--- src/rtl/acc_cpu_pkg.sv ---
// Shared constants and types for the accumulator processor.
// Assumes a fixed 4-bit opcode at the top of each instruction word.
package acc_cpu_pkg;

    localparam int OPW = 4;

    localparam logic [OPW-1:0] OPC_HALT  = 4'd0;
    localparam logic [OPW-1:0] OPC_LOAD  = 4'd1;
    localparam logic [OPW-1:0] OPC_STORE = 4'd2;
    localparam logic [OPW-1:0] OPC_ADD   = 4'd3;

    // One state per register-transfer step
    typedef enum logic [3:0] {
        ST_FADR  = 4'd0,   // MAR <- PC
        ST_FWAIT = 4'd1,   // memory read in flight
        ST_FCAP  = 4'd2,   // MBR <- memory
        ST_FIR   = 4'd3,   // IR <- MBR, PC <- PC+1
        ST_DEC   = 4'd4,   // MAR <- IR address field, or stop
        ST_RWAIT = 4'd5,   // operand read in flight
        ST_RCAP  = 4'd6,   // MBR <- memory
        ST_LOAD  = 4'd7,   // ACC <- MBR
        ST_ADD   = 4'd8,   // ACC <- ACC + MBR
        ST_SMBR  = 4'd9,   // MBR <- ACC
        ST_WRITE = 4'd10,  // memory[MAR] <- MBR
        ST_HALT  = 4'd11   // stopped until reset
    } seq_state_e;

    // Register-load strobes from the sequencer to the datapath
    typedef struct packed {
        logic mar_from_pc;
        logic mar_from_ir;
        logic mbr_from_mem;
        logic mbr_from_acc;
        logic ir_load;
        logic pc_inc;
        logic acc_load;
        logic acc_add;
    } dp_ctl_t;

endpackage

--- src/rtl/acc_cpu_ctrl.sv ---
// Sequencer for the fetch and execute phases.
// Walks one register transfer per cycle and emits datapath strobes.
// Assumes the opcode input comes from IR, which is stable from ST_DEC
// until the next fetch loads IR again.
module acc_cpu_ctrl
    import acc_cpu_pkg::*;
(
    input  logic           clk,
    input  logic           rst_n,
    input  logic [OPW-1:0] opcode,
    output dp_ctl_t        ctl,
    output logic           mem_we,
    output logic           halted
);

    seq_state_e state_q, state_d;
    logic       op_known;

    // Only LOAD, STORE and ADD are executable
    always_comb begin
        op_known = (opcode == OPC_LOAD) || (opcode == OPC_STORE) || (opcode == OPC_ADD);
    end

    // State register, restarted at the fetch step by reset
    always_ff @(posedge clk) begin
        if (!rst_n) state_q <= ST_FADR;
        else        state_q <= state_d;
    end

    // Next-state selection
    always_comb begin
        state_d = state_q;
        unique case (state_q)
            ST_FADR:  state_d = ST_FWAIT;
            ST_FWAIT: state_d = ST_FCAP;
            ST_FCAP:  state_d = ST_FIR;
            ST_FIR:   state_d = ST_DEC;
            ST_DEC: begin
                if (!op_known)                state_d = ST_HALT;
                else if (opcode == OPC_STORE) state_d = ST_SMBR;
                else                          state_d = ST_RWAIT;
            end
            ST_RWAIT: state_d = ST_RCAP;
            ST_RCAP:  state_d = (opcode == OPC_LOAD) ? ST_LOAD : ST_ADD;
            ST_LOAD:  state_d = ST_FADR;
            ST_ADD:   state_d = ST_FADR;
            ST_SMBR:  state_d = ST_WRITE;
            ST_WRITE: state_d = ST_FADR;
            ST_HALT:  state_d = ST_HALT;
            default:  state_d = ST_HALT;
        endcase
    end

    // Strobe decode for the current step
    always_comb begin
        ctl              = '0;
        ctl.mar_from_pc  = (state_q == ST_FADR);
        ctl.mar_from_ir  = (state_q == ST_DEC) && op_known;
        ctl.mbr_from_mem = (state_q == ST_FCAP) || (state_q == ST_RCAP);
        ctl.mbr_from_acc = (state_q == ST_SMBR);
        ctl.ir_load      = (state_q == ST_FIR);
        ctl.pc_inc       = (state_q == ST_FIR);
        ctl.acc_load     = (state_q == ST_LOAD);
        ctl.acc_add      = (state_q == ST_ADD);
        mem_we           = (state_q == ST_WRITE);
        halted           = (state_q == ST_HALT);
    end


    halt_sticky_chk: assert property (@(posedge clk) disable iff (!rst_n)
        halted |=> halted);


    halt_no_write_chk: assert property (@(posedge clk) disable iff (!rst_n)
        halted |-> !mem_we);


    store_to_fetch_chk: assert property (@(posedge clk) disable iff (!rst_n)
        mem_we |=> ctl.mar_from_pc);

endmodule

--- src/rtl/acc_cpu_dp.sv ---
// Register file of the accumulator processor: PC, IR, MAR, MBR, ACC.
// Each register loads only on its strobe. MAR drives the memory address
// and MBR drives the write data, so every access goes through them.
// Assumes mem_rdata holds the word addressed by MAR one cycle earlier.
module acc_cpu_dp
    import acc_cpu_pkg::*;
#(
    parameter  int DATA_W = 16,
    localparam int ADDR_W = DATA_W - OPW
) (
    input  logic              clk,
    input  logic              rst_n,
    input  dp_ctl_t           ctl,
    input  logic [DATA_W-1:0] mem_rdata,
    output logic [ADDR_W-1:0] mem_addr,
    output logic [DATA_W-1:0] mem_wdata,
    output logic [OPW-1:0]    opcode
);

    logic [ADDR_W-1:0] pc_q;
    logic [DATA_W-1:0] ir_q;
    logic [ADDR_W-1:0] mar_q;
    logic [DATA_W-1:0] mbr_q;
    logic [DATA_W-1:0] acc_q;

    // Program counter: steps by one after each instruction fetch
    always_ff @(posedge clk) begin
        if (!rst_n)          pc_q <= '0;
        else if (ctl.pc_inc) pc_q <= pc_q + ADDR_W'(1);
    end

    // Instruction register: takes the fetched word from MBR
    always_ff @(posedge clk) begin
        if (!rst_n)           ir_q <= '0;
        else if (ctl.ir_load) ir_q <= mbr_q;
    end

    // Address register: PC during fetch, address field during execute
    always_ff @(posedge clk) begin
        if (!rst_n)               mar_q <= '0;
        else if (ctl.mar_from_pc) mar_q <= pc_q;
        else if (ctl.mar_from_ir) mar_q <= ir_q[ADDR_W-1:0];
    end

    // Buffer register: read data from memory, or ACC for a store
    always_ff @(posedge clk) begin
        if (!rst_n)                mbr_q <= '0;
        else if (ctl.mbr_from_mem) mbr_q <= mem_rdata;
        else if (ctl.mbr_from_acc) mbr_q <= acc_q;
    end

    // Accumulator: copy of MBR or wrapping sum with MBR
    always_ff @(posedge clk) begin
        if (!rst_n)            acc_q <= '0;
        else if (ctl.acc_load) acc_q <= mbr_q;
        else if (ctl.acc_add)  acc_q <= acc_q + mbr_q;
    end

    assign mem_addr  = mar_q;
    assign mem_wdata = mbr_q;
    assign opcode    = ir_q[DATA_W-1 -: OPW];


    pc_step_chk: assert property (@(posedge clk) disable iff (!rst_n)
        ctl.pc_inc |=> pc_q == ADDR_W'($past(pc_q) + ADDR_W'(1)));


    pc_hold_chk: assert property (@(posedge clk) disable iff (!rst_n)
        !ctl.pc_inc |=> $stable(pc_q));


    acc_load_chk: assert property (@(posedge clk) disable iff (!rst_n)
        ctl.acc_load |=> acc_q == $past(mbr_q));


    acc_wrap_chk: assert property (@(posedge clk) disable iff (!rst_n)
        ctl.acc_add |=> acc_q == DATA_W'($past(acc_q) + $past(mbr_q)));


    store_data_chk: assert property (@(posedge clk) disable iff (!rst_n)
        ctl.mbr_from_acc |=> mbr_q == $past(acc_q));

endmodule

--- src/rtl/acc_cpu.sv ---
// Top of the accumulator processor: sequencer plus register datapath.
// Connects to one synchronous single-port RAM with one cycle of read
// latency, which holds both program and data.
module acc_cpu
    import acc_cpu_pkg::*;
#(
    parameter  int DATA_W = 16,
    localparam int ADDR_W = DATA_W - OPW
) (
    input  logic              clk,
    input  logic              rst_n,
    output logic [ADDR_W-1:0] mem_addr,
    output logic [DATA_W-1:0] mem_wdata,
    output logic              mem_we,
    input  logic [DATA_W-1:0] mem_rdata,
    output logic              halted
);

    dp_ctl_t        ctl;
    logic [OPW-1:0] opcode;

    acc_cpu_ctrl u_ctrl (
        .clk    (clk),
        .rst_n  (rst_n),
        .opcode (opcode),
        .ctl    (ctl),
        .mem_we (mem_we),
        .halted (halted)
    );

    acc_cpu_dp #(.DATA_W(DATA_W)) u_dp (
        .clk       (clk),
        .rst_n     (rst_n),
        .ctl       (ctl),
        .mem_rdata (mem_rdata),
        .mem_addr  (mem_addr),
        .mem_wdata (mem_wdata),
        .opcode    (opcode)
    );


    we_pulse_chk: assert property (@(posedge clk) disable iff (!rst_n)
        mem_we |=> !mem_we);


    halt_addr_chk: assert property (@(posedge clk) disable iff (!rst_n)
        halted |=> $stable(mem_addr));

endmodule

--- config.mk ---
export PLATFORM = sky130hd
export DESIGN_NAME = acc_cpu
export DESIGN_NICKNAME = d
export VERILOG_FILES = /design/src/rtl/acc_cpu_pkg.sv /design/src/rtl/acc_cpu_ctrl.sv /design/src/rtl/acc_cpu_dp.sv /design/src/rtl/acc_cpu.sv
export SDC_FILE = /design/constraint.sdc
export NUM_CORES = 1
export LEC_CHECK = 0
export BUFFER_PORTS_ARGS = -buffer_cell sky130_fd_sc_hd__buf_2
export CAP_MARGIN = 20
export CORE_ASPECT_RATIO = 1.25
export CORE_MARGIN = 1
export CORE_UTILIZATION = 45
export DETAILED_ROUTE_END_ITERATION = 16
export MAX_ROUTING_LAYER = met4
export PLACE_DENSITY = 0.71
export SLEW_MARGIN = 10
export SYNTH_ARGS = -nofsm -noshare
export SYNTH_HDL_FRONTEND = slang
export SYNTH_SLANG_ARGS = --single-unit
--- constraint.sdc ---
create_clock -name clk -period 2.4 [get_ports clk]
set_input_delay 0.48 -clock clk [delete_from_list [all_inputs] [get_ports clk]]
set_output_delay 0.48 -clock clk [all_outputs]
set_load 0.03 [all_outputs]
==> results.toml <==
[outcome]
status = "complete, no violations"

[finish]
fin_nets = 549
fin_cells = 639
fin_area_sq_um = 4725
post-route-util_pct = 54.60
layout-drive-gt1-share_pct = 20.81
antennaDiodeCount = 0
synthToLayoutAreaGrowth_pct = 17.71

[timing]
hold_viol_final = 0
drv_slew = 0
final.min_clock_period_ps = 2270
finalSetupTns_ps = 0
fin_crit_sh_pct = 94.59
max_slew_margin_pct = 48.64
grt_setup_unrepaired = "no"
worst_slack_ps = 129.9
finalSetupViolations = 0
finClkSkew_ps = 8.045
worst_pin_slew_ps = 767.5
max_freq_ghz = 0.4405

[setup_path]
regToRegEndpoint = "u_dp.acc_q[12]"
crit_fanout = 3
reg2reg_depth = 9
endpoint_kind = "flip-flop"
startpoint_type = "flip-flop"
worstReg2RegStart = "u_dp.acc_q[0]"
r2r_slack_ps = 130
cp_data_arrival_time_ps = 2560
crit_type = "reg2reg"
cp.required_ps = 2690

[min_path]
hold_class = "in2reg"
worstHoldStart = "mem_rdata[15]"
holdPathEnd = "u_dp.mem_wdata[15]"
min_path_cells = 3

[detailed_routing]
met1_length_mm = 4.190
wl_per_cell_um = 15.05
vias = 3557
drt_iter0_markers = 241
drc = 0
routed.top_layer = "met4"
via_per_inst = 5.567
wl_mm = 9.616
dr.pass1.iters = 6
detail-route-antenna-nets = 0
met2_length_mm = 4.844
wl_met3_um = 305

[yosys]
synth-seq-area-share_pct = 37.91
synth-warning-count = 0
synth_top_flop_cell = "dfxtp_1"
synth_edf_count = 0
yosysTopAreaCell = "dfxtp_1"
post-synth-top-count-cell = "nand2_1"
ys_ff_latch = 76
synth_area_sq_um = 4014
syn_nets = 492
postSynth.asyncResetShare_pct = 0
ys_types = 48
syn_inst = 457
ys_top_cells_by_count = "92 x nand2_1, 76 x dfxtp_1, 44 x a21boi_0, 31 x a22oi_1, 17 x clkbuf_1"
synth_top_area_share_pct = 37.91
synth_top_cells_by_area = "dfxtp_1 38%, nand2_1 8.6%, a21boi_0 8.2%"
syn_area_per_cell_sq_um = 8.783

[floorplanning]
core.rowCount = 38
die_w_um = 86.48
dieArea_sq_um = 9304
die_y_um = 107.6
fp.coreArea_sq_um = 8653
floorplan.initialDensity_pct = 46.39
io_pins = 48

[grt]
grt_pass1_wl_mm = 15.72
grt_overflow_total = 0
gr-usage-all-layers_pct = 22.30
antenna_found_initial = 0
grt_pass1_vias = 3359
grt_max_degree = 46

[power]
p_per_area_nw_per_um2 = 641.7
p_leak_nw = 2.045
ir_worst_vdd_uv = 363.6

[clocking]
clkSinkCount = 76
path_clk_slew_ps = 80
clockRootBuffer = "clkbuf_8"
cts_tree = "done"
cts_made_buffers = 9
cts.path.max_buffers = 2
cts.htree.levels = 3
clk-insertion-delay-late_ps = 350
cts_setup_buffers = 0
ctsHoldBuffers = 0

[flow_run]
max_cap_viol_count = 0

[place]
post_dp_cell_area_sq_um = 4496
dpl.hpwl_mm = 6.818
dp_slack_ps = 10.94
numPortBuffers = 47
place_congestion = 0.9066
dp.cells = 623
==> metrics by stage <==
step | total power, W | hold slack, ps
global route | 0.003177 | 444.8
floorplan | 0.001847 | 442.8
finish | 0.003032 | 425.0
CTS | 0.003058 | 411.8
detailed placement | 0.002038 | 458.5
global placement | 0.002029 | 453.3
==> area by class of cell <==
cell class / count / area [sq um]
Clock inverter: 6 / 71.32
Sequential cell: 76 / 1523
Multi-Input combinational cell: 351 / 2397
Tap cell: 120 / 150.1
Inverter: 2 / 7.507
Clock buffer: 10 / 137.6
Fill cell: 827 / 3929
Timing Repair Buffer: 74 / 437.9
==> worst max-delay path, cell delays in order, from the launching register on <==
cell and delay (ps):
dfxtp_1 350, ha_2 200, fa_2 350, a211oi_2 220, o21bai_1 130, a221o_1 360
a211oi_2 270, xnor2_1 140, nand2_1 70, a21boi_1 120
==> kinds of logic after synthesis <==
logic type	count (synthesis)	share of synthesized area (%)
flops	76	37.91
compound gates	149	27.74
simple gates	153	18.30
fa+ha+maj	17	5.486
mux	13	3.242
xor+xnor	19	4.146
buf+inv	30	3.179
==> registers in the layout, summed over array words and instances (netlist names) <==
register        flops
u_dp.acc_q         16
u_dp.ir_q          16
u_dp.mem_wdata     16
u_dp.mem_addr      12
u_dp.pc_q          12
u_ctrl.state_q      4
==> per-layer routing <==
| metal | track usage [%] | vias to the layer above |
|---|---|---|
| met5 | - | - |
| met1 | 25.41 | 1706 |
| met3 | 3.604 | 23 |
| met2 | 38.04 | 70 |
| li1 | - | 1758 |
| met4 | 10.60 | 0 |
==> report_power, final <==
part	internal (W)	switching (W)	total (W)	leakage, nW
Sequential	0.00133	0.0000732	0.00140	0.616
Combinational	0.000231	0.000374	0.000605	1.33
Clock	0.000518	0.000507	0.00102	0.0995
==> worst max-delay path by stage <==
stage                          end  cells after the start              start
global route        u_dp.acc_q[15]                      9  u_dp.mem_wdata[1]
detailed placement  u_dp.acc_q[12]                      9      u_dp.acc_q[0]
floorplan           u_dp.acc_q[12]                      9  u_dp.mem_wdata[0]
global placement    u_dp.acc_q[12]                      9  u_dp.mem_wdata[0]
CTS                 u_dp.acc_q[12]                      9      u_dp.acc_q[0]
finish              u_dp.acc_q[12]                      9      u_dp.acc_q[0]
==> cells in the final DEF (no fill, tap or decap), drive strengths merged, types with 6 or more instances in the layout <==
cell	instances
o211a	13
a22oi	31
nand2	92
clkbuf	10
mux2i	13
a21boi	51
dfxtp	76
buf	74
xor2	7
nor3b	6
and2	8
nor2	16
ha	16
o21ai	15
a21oi	12
xnor2	12
==> repair_timing <==
action / CTS / global route
pin swaps: 0 / 3
setup endpoints to repair: 1 / 4
gates resized for setup: 1 / 4
cloned: 0 / 0
Power figures use the tool's default switching activity.
